$ cat src/rtl/pcu_pkg.sv
// Package pcu_pkg
// Shared encodings for the next-address unit: where the target comes
// from, and which kind of branch decision gates it.
// Assumes the 8-bit opcode space of the host processor.
package pcu_pkg;

    localparam int OPC_W = 8;

    // Source of the candidate target address.
    typedef enum logic [2:0] {
        SRC_SEQ   = 3'd0,
        SRC_PAGE  = 3'd1,
        SRC_ABS   = 3'd2,
        SRC_STACK = 3'd3,
        SRC_REL   = 3'd4,
        SRC_IDX   = 3'd5,
        SRC_DPTR  = 3'd6
    } tgt_src_e;

    // Decision that gates the candidate target.
    typedef enum logic [2:0] {
        CND_ALWAYS = 3'd0,
        CND_FLAG   = 3'd1,
        CND_DECNZ  = 3'd2,
        CND_NE_REG = 3'd3,
        CND_NE_ACC = 3'd4
    } cond_kind_e;

    typedef struct packed {
        tgt_src_e   src;
        cond_kind_e cond;
        logic       push;
    } decode_t;

endpackage

$ cat src/rtl/pcu_decode.sv
// Module pcu_decode
// Maps an opcode onto a target source, a branch-decision kind and the
// call indicator. Purely combinational. Opcodes outside the control
// transfer range decode to the sequential address with no push.
module pcu_decode
    import pcu_pkg::*;
(
    input  logic [OPC_W-1:0] opcode,
    output decode_t          dec
);

    // Classify the opcode by its upper bits, then by its low bits.
    always_comb begin
        dec = '{src: SRC_SEQ, cond: CND_ALWAYS, push: 1'b0};
        unique case (opcode[7:4])
            4'hC: begin
                dec.src  = SRC_PAGE;
                dec.push = opcode[3];
            end
            4'hD: begin
                case (opcode[3:0])
                    4'h0, 4'h1, 4'h2, 4'h3: begin
                        dec.src  = SRC_REL;
                        dec.cond = CND_DECNZ;
                    end
                    4'h4, 4'h5, 4'h6, 4'h7: begin
                        dec.src  = SRC_REL;
                        dec.cond = CND_NE_REG;
                    end
                    4'h8: dec.src = SRC_ABS;
                    4'h9: begin
                        dec.src  = SRC_ABS;
                        dec.push = 1'b1;
                    end
                    4'hA, 4'hB: dec.src = SRC_STACK;
                    4'hC: dec.src = SRC_REL;
                    4'hD: dec.src = SRC_IDX;
                    4'hE: dec.src = SRC_DPTR;
                    default: begin
                        dec.src  = SRC_REL;
                        dec.cond = CND_NE_ACC;
                    end
                endcase
            end
            4'hE: begin
                if (!opcode[3]) begin
                    dec.src  = SRC_REL;
                    dec.cond = CND_FLAG;
                end
            end
            default: ;
        endcase
    end

endmodule

$ cat src/rtl/pcu_cond.sv
// Module pcu_cond
// Decides whether a gated branch is taken. Flag branches pick one of
// four flags, true or complemented, with the low three opcode bits.
// Counter and compare branches are resolved from the operand bytes.
// Assumes flag_p = 1 means odd parity and flag_s = 1 means negative.
module pcu_cond
    import pcu_pkg::*;
#(
    parameter int DATA_W = 8
) (
    input  cond_kind_e        kind,
    input  logic [2:0]        sel,
    input  logic              flag_z,
    input  logic              flag_c,
    input  logic              flag_p,
    input  logic              flag_s,
    input  logic [DATA_W-1:0] reg_val,
    input  logic [DATA_W-1:0] acc,
    input  logic [DATA_W-1:0] cmp8,
    output logic              taken
);

    localparam int NFLAG = 4;

    logic [NFLAG-1:0]   base_flags;
    logic [2*NFLAG-1:0] flag_tests;
    logic [DATA_W-1:0]  dec_val;

    assign base_flags = {flag_s, flag_p, flag_c, flag_z};

    // Each flag yields a pair of tests: set, then clear.
    for (genvar gi = 0; gi < NFLAG; gi++) begin : g_flag_pair
        assign flag_tests[2*gi]   = base_flags[gi];
        assign flag_tests[2*gi+1] = ~base_flags[gi];
    end

    assign dec_val = reg_val - DATA_W'(1);

    // Select the decision for the decoded branch kind.
    always_comb begin
        case (kind)
            CND_FLAG:   taken = flag_tests[sel];
            CND_DECNZ:  taken = |dec_val;
            CND_NE_REG: taken = (reg_val != cmp8);
            CND_NE_ACC: taken = (acc != cmp8);
            default:    taken = 1'b1;
        endcase
    end

endmodule

$ cat src/rtl/pcu_target.sv
// Module pcu_target
// Builds every candidate target and selects one. A gated branch that
// is not taken falls back to the sequential address. All arithmetic
// wraps modulo 2^PC_W. Assumes PC_W > DATA_W + 3.
module pcu_target
    import pcu_pkg::*;
#(
    parameter int PC_W   = 16,
    parameter int DATA_W = 8
) (
    input  tgt_src_e          src,
    input  logic              taken,
    input  logic [2:0]        page_sel,
    input  logic [PC_W-1:0]   pc_inc,
    input  logic [DATA_W-1:0] imm8,
    input  logic [PC_W-1:0]   addr16,
    input  logic [DATA_W-1:0] acc,
    input  logic [PC_W-1:0]   dptr,
    input  logic [PC_W-1:0]   stack_ret,
    output logic [PC_W-1:0]   target
);

    localparam int PAGE_LO = DATA_W + 3;
    localparam int EXT_W   = PC_W - DATA_W;

    logic [PC_W-1:0] page_tgt;
    logic [PC_W-1:0] rel_tgt;
    logic [PC_W-1:0] idx_tgt;

    assign page_tgt = {pc_inc[PC_W-1:PAGE_LO], page_sel, imm8};
    assign rel_tgt  = pc_inc + {{EXT_W{imm8[DATA_W-1]}}, imm8};
    assign idx_tgt  = dptr + {{EXT_W{1'b0}}, acc};

    // Pick the candidate; untaken branches continue in sequence.
    always_comb begin
        if (!taken) begin
            target = pc_inc;
        end else begin
            case (src)
                SRC_PAGE:  target = page_tgt;
                SRC_ABS:   target = addr16;
                SRC_STACK: target = stack_ret;
                SRC_REL:   target = rel_tgt;
                SRC_IDX:   target = idx_tgt;
                SRC_DPTR:  target = dptr;
                default:   target = pc_inc;
            endcase
        end
    end

endmodule

$ cat src/rtl/pcu_next_pc.sv
// Module pcu_next_pc
// Top of the next-address unit. Decodes the opcode, resolves the
// branch decision, selects the target and registers it together with
// the call indicator. One cycle from inputs to outputs.
// Assumes all inputs are stable and known around each rising edge.
module pcu_next_pc
    import pcu_pkg::*;
#(
    parameter int              PC_W     = 16,
    parameter int              DATA_W   = 8,
    parameter logic [PC_W-1:0] RESET_PC = '0
) (
    input  logic              clk,
    input  logic              rst_n,
    input  logic [7:0]        opcode,
    input  logic [PC_W-1:0]   pc_inc,
    input  logic [DATA_W-1:0] imm8,
    input  logic [DATA_W-1:0] cmp8,
    input  logic [PC_W-1:0]   addr16,
    input  logic [DATA_W-1:0] acc,
    input  logic [PC_W-1:0]   dptr,
    input  logic [PC_W-1:0]   stack_ret,
    input  logic [DATA_W-1:0] reg_val,
    input  logic              flag_z,
    input  logic              flag_c,
    input  logic              flag_p,
    input  logic              flag_s,
    output logic [PC_W-1:0]   next_pc,
    output logic              push_ret
);

    decode_t         dec;
    logic            taken;
    logic [PC_W-1:0] target;

    pcu_decode u_decode (
        .opcode (opcode),
        .dec    (dec)
    );

    pcu_cond #(.DATA_W(DATA_W)) u_cond (
        .kind    (dec.cond),
        .sel     (opcode[2:0]),
        .flag_z  (flag_z),
        .flag_c  (flag_c),
        .flag_p  (flag_p),
        .flag_s  (flag_s),
        .reg_val (reg_val),
        .acc     (acc),
        .cmp8    (cmp8),
        .taken   (taken)
    );

    pcu_target #(.PC_W(PC_W), .DATA_W(DATA_W)) u_target (
        .src       (dec.src),
        .taken     (taken),
        .page_sel  (opcode[2:0]),
        .pc_inc    (pc_inc),
        .imm8      (imm8),
        .addr16    (addr16),
        .acc       (acc),
        .dptr      (dptr),
        .stack_ret (stack_ret),
        .target    (target)
    );

    // Register the chosen address and the call indicator.
    always_ff @(posedge clk) begin
        if (!rst_n) begin
            next_pc  <= RESET_PC;
            push_ret <= 1'b0;
        end else begin
            next_pc  <= target;
            push_ret <= dec.push;
        end
    end

endmodule

$ cat config.mk
export PLATFORM = sky130hd
export DESIGN_NAME = pcu_next_pc
export DESIGN_NICKNAME = d
export VERILOG_FILES = /design/src/rtl/pcu_pkg.sv /design/src/rtl/pcu_decode.sv /design/src/rtl/pcu_cond.sv /design/src/rtl/pcu_target.sv /design/src/rtl/pcu_next_pc.sv
export SDC_FILE = /design/constraint.sdc
export NUM_CORES = 1
export LEC_CHECK = 0
export ABC_CLOCK_PERIOD_IN_PS = 4220
export BUFFER_PORTS_ARGS = -buffer_cell sky130_fd_sc_hd__clkbuf_2
export CAP_MARGIN = 20
export CORE_ASPECT_RATIO = 0.8
export CORE_MARGIN = 10
export CORE_UTILIZATION = 53
export DETAILED_ROUTE_END_ITERATION = 8
export PLACE_DENSITY = 0.88
export SETUP_SLACK_MARGIN = 0.3
export SYNTH_ARGS = -nofsm -noshare
export SYNTH_HDL_FRONTEND = slang
export SYNTH_SLANG_ARGS = --single-unit
$ cat constraint.sdc
create_clock -name clk -period 4.22 [get_ports clk]
set_input_delay 0.211 -clock clk [delete_from_list [all_inputs] [get_ports clk]]
set_output_delay 0.211 -clock clk [all_outputs]
set_load 0.05 [all_outputs]
==> impl_metrics.tcl <==
set metrics [dict create \
    worst_setup_path_start_kind "input pin" \
    drv_cap 0 \
    post_cts_resize_count 0 \
    intPower_mw 0.399 \
    postSynthAreaPerCell_um2 7.65 \
    root_driver "clkbuf_8" \
    wire_length_of_the_first_global_routing_pass_mm 18.3 \
    worstPathRequired_ns 4.37 \
    port_buffers 126 \
    power-per-cell-area_nw_per_um2 192 \
    yosys-top-cells-count "29 x nor2_1, 28 x a21oi_1, 26 x nand2_1" \
    grt_antenna_before_repair 0 \
    routed-via-count 3793 \
    cts_hold_buf 0 \
    synth-async-reset-ratio_pct 0 \
    place.detailed.instances 577 \
    setup_crit_path_kind "in2reg" \
    syn-instance-count 390 \
    cp_slowest_stage_delay_ns 0.80 \
    run_status "finished clean" \
    clockPowerShare_pct 18.3 \
    setup.worst_path.end_class "flop" \
    final.min_clock_period_ns 3.03 \
    cell_with_the_largest_stage_delay_on_the_worst_path "a41oi_4" \
    worst_setup_hold_path_clk_slew_ns 0.07 \
    hpwlAfterDp_mm 9.14 \
    synth_edf_count 0 \
    instances_no_fill 582 \
    p_switching_mw 0.305 \
    max_freq_mhz 330 \
    cts_setup_buffers 0 \
    combinationalPowerShare_pct 56.6 \
    floorplan.io_pins 127 \
    cp_top_family "compound AO/OA/AOI/OAI gates" \
    globalRoute.totalOverflow 0 \
    first_global_vias 3790 \
    hold_viol_final 0 \
    areaGrowthSynthToFinish_pct 22.7 \
    max-slew-margin-rel_pct 32.0 \
    vias_per_cell 6.52 \
    worst_hold_path.num_cells 2 \
    post_route_cells_drive_above_1_share_pct 29.4 \
    synth.area.top_cells "dfxtp_1 11%, ha_1 9.6%, a21oi_1 4.7%, mux2i_1 4.7%, xnor2_1 3.8%" \
    post_synth_instance_area_um2 2990 \
    final.setup.tns_ns 0 \
    final_routed_wire_length_divided_by_cell_count_um 19.2 \
    totalPowerFinal_mw 0.704 \
    count_of_buffering_cells_on_the_critical_path_with_inverters_included 1 \
    drt_iter0_drc 425 \
    floorplan.die_area_um2 9050 \
    placement.setup.worst_slack_ns 1.01 \
    ys_ff_latch 17 \
    whs_endpoint "next_pc[0]" \
    filler_cell_count 493 \
    detailedRoute.firstPassIterationCount 5 \
    ys_dominant_reg_cell "dfxtp_1" \
    finalSetupViolCount 0 \
    drt_drc_violations_left 0 \
    yosys_warnings 0 \
    worst_hold_startpoint "pc_inc[0]" \
    vdd_drop_max_v 0.000142 \
    grt_start_max_net_pins 33 \
    starting_density_of_the_core_pct 54.6 \
    synth.lib_cells_used.distinct 74 \
    placed_area_um2 3610 \
    finalCritPeriodShare_pct 71.9 \
    final_nets 640 \
    p_sw_share_pct 43.3 \
    routed_antenna_nets 0 \
    crit_fanout 32 \
    maximum_count_of_clock_buffers_along_a_single_path 2 \
    synth_sequential_area_ratio_pct 11.4 \
    drt-total-wl_mm 11.2 \
    slew_viol_final 0 \
    power.leakage_nw 1.71 \
    hold_path.class "in2reg" \
    finish.instance_area_um2 3660 \
    seqPwrFrac_pct 25.0 \
    rows 24 \
    floorplan.die.height_um 87.1 \
    synth_most_common_cell "nor2_1" \
    floorplan_core_area_um2 5470 \
    die_wd_um 104 \
    yosysTopAreaCell "dfxtp_1" \
    global_route.usage.total_pct 23.9 \
    yosysTopAreaCellShare_pct 11.4 \
    cts_inserted_buffers 3 \
    syn-num-nets 525 \
    tritoncts "built" \
    cts_htree_levels 1 \
    max_slew.worst_pin.slew_ns 1.02 \
    worstPathCellList "clkbuf_2 > mux4_2 > xnor2_1 > o31ai_1 > o2111ai_1 > a41oi_4 > nand4_1 > o31a_1" \
    layout_setup_ws_ns 1.19 \
    gp_congestion 0.965 \
    timing.critical_path.arrival_ns 3.18 \
    grt_setup_unrepaired "false" \
    tritoncts_num_sinks 17 \
    antennaDiodeCount 0 \
]
[kinds of logic after synthesis]
| kind of cell | after synthesis | synth area share, % |
|---|---|---|
| flip-flops | 17 | 11.4 |
| AND/OR/NAND/NOR | 130 | 23.5 |
| multiplexers | 16 | 5.83 |
| AO/OA/AOI/OAI | 146 | 36.6 |
| buffers and inverters | 37 | 6.08 |
| adder cells (fa/ha/maj) | 25 | 11.0 |
| XOR/XNOR | 19 | 5.57 |
[state kept, by name, summed over array words and instances (netlist names)]
name,count
push_ret,1
next_pc,16
[per-layer routing]
layer,up-vias,GRT usage [%],routed length [um],share of wire (%)
met2,264,39.5,5090,46
li1,1758,-,-,-
met5,-,0,0,0
met4,0,5.93,181,1.6
met3,18,5.92,1090,9.7
met1,1753,30.6,4800,43
[power groups by stage]
stage                     registers [mW]  clock network (mW)  logic [mW]
after floorplan                    0.218                   0       0.223
after global placement             0.180                   0       0.379
after detailed placement           0.179                   0       0.388
after CTS                          0.176               0.128       0.392
after global routing               0.177               0.136       0.434
final                              0.176               0.129       0.399
[layout make-up]
class,instances,area [um^2],area share [%]
multi-input combinational,336,2460,67.2
timing repair buffer,127,642,17.5
sequential,17,340,9.29
tap,78,97.6,2.66
inverter,20,75.1,2.05
clock buffer,4,45.0,1.23
[per-stage QoR]
step | util, % | hold WS, ns
6_report | 67.0 | 0.219
5_1_grt | 67.0 | 0.235
3_3_place_gp | 66.0 | 0.477
4_1_cts | 66.8 | 0.218
2_1_floorplan | - | 0.353
3_5_place_dp | 66.0 | 0.487
[cells in the final DEF, fill, tap and decap left out, types with 5 or more instances in the layout]
cell and n:
clkbuf_2 126, o21ai_1 8, and3_1 8, or4_1 5, a31oi_1 5, o21ai_0 18
a21oi_1 28, nor3_1 6, ha_1 23, nor2_1 29, nand2_1 26, a221oi_1 9
o211a_1 8, o2111ai_1 6, dfxtp_1 17, inv_1 20, nor2b_1 8, xnor2_1 13
o21a_1 7, nand3_1 17, xor2_1 6, mux2i_1 14, o211ai_1 10
[worst max-delay path by stage]
stage	from	endpoint	slack, ns	cells after the start
after floorplan	pc_inc[0]	next_pc[12]	1.94	9
after global placement	opcode[1]	next_pc[14]	1.05	8
after detailed placement	opcode[1]	next_pc[14]	1.01	8
after CTS	opcode[1]	next_pc[14]	1.23	8
after global routing	opcode[1]	next_pc[14]	1.01	8
final	opcode[1]	next_pc[14]	1.19	8
Note: power is estimated with default switching activity, not from simulation.
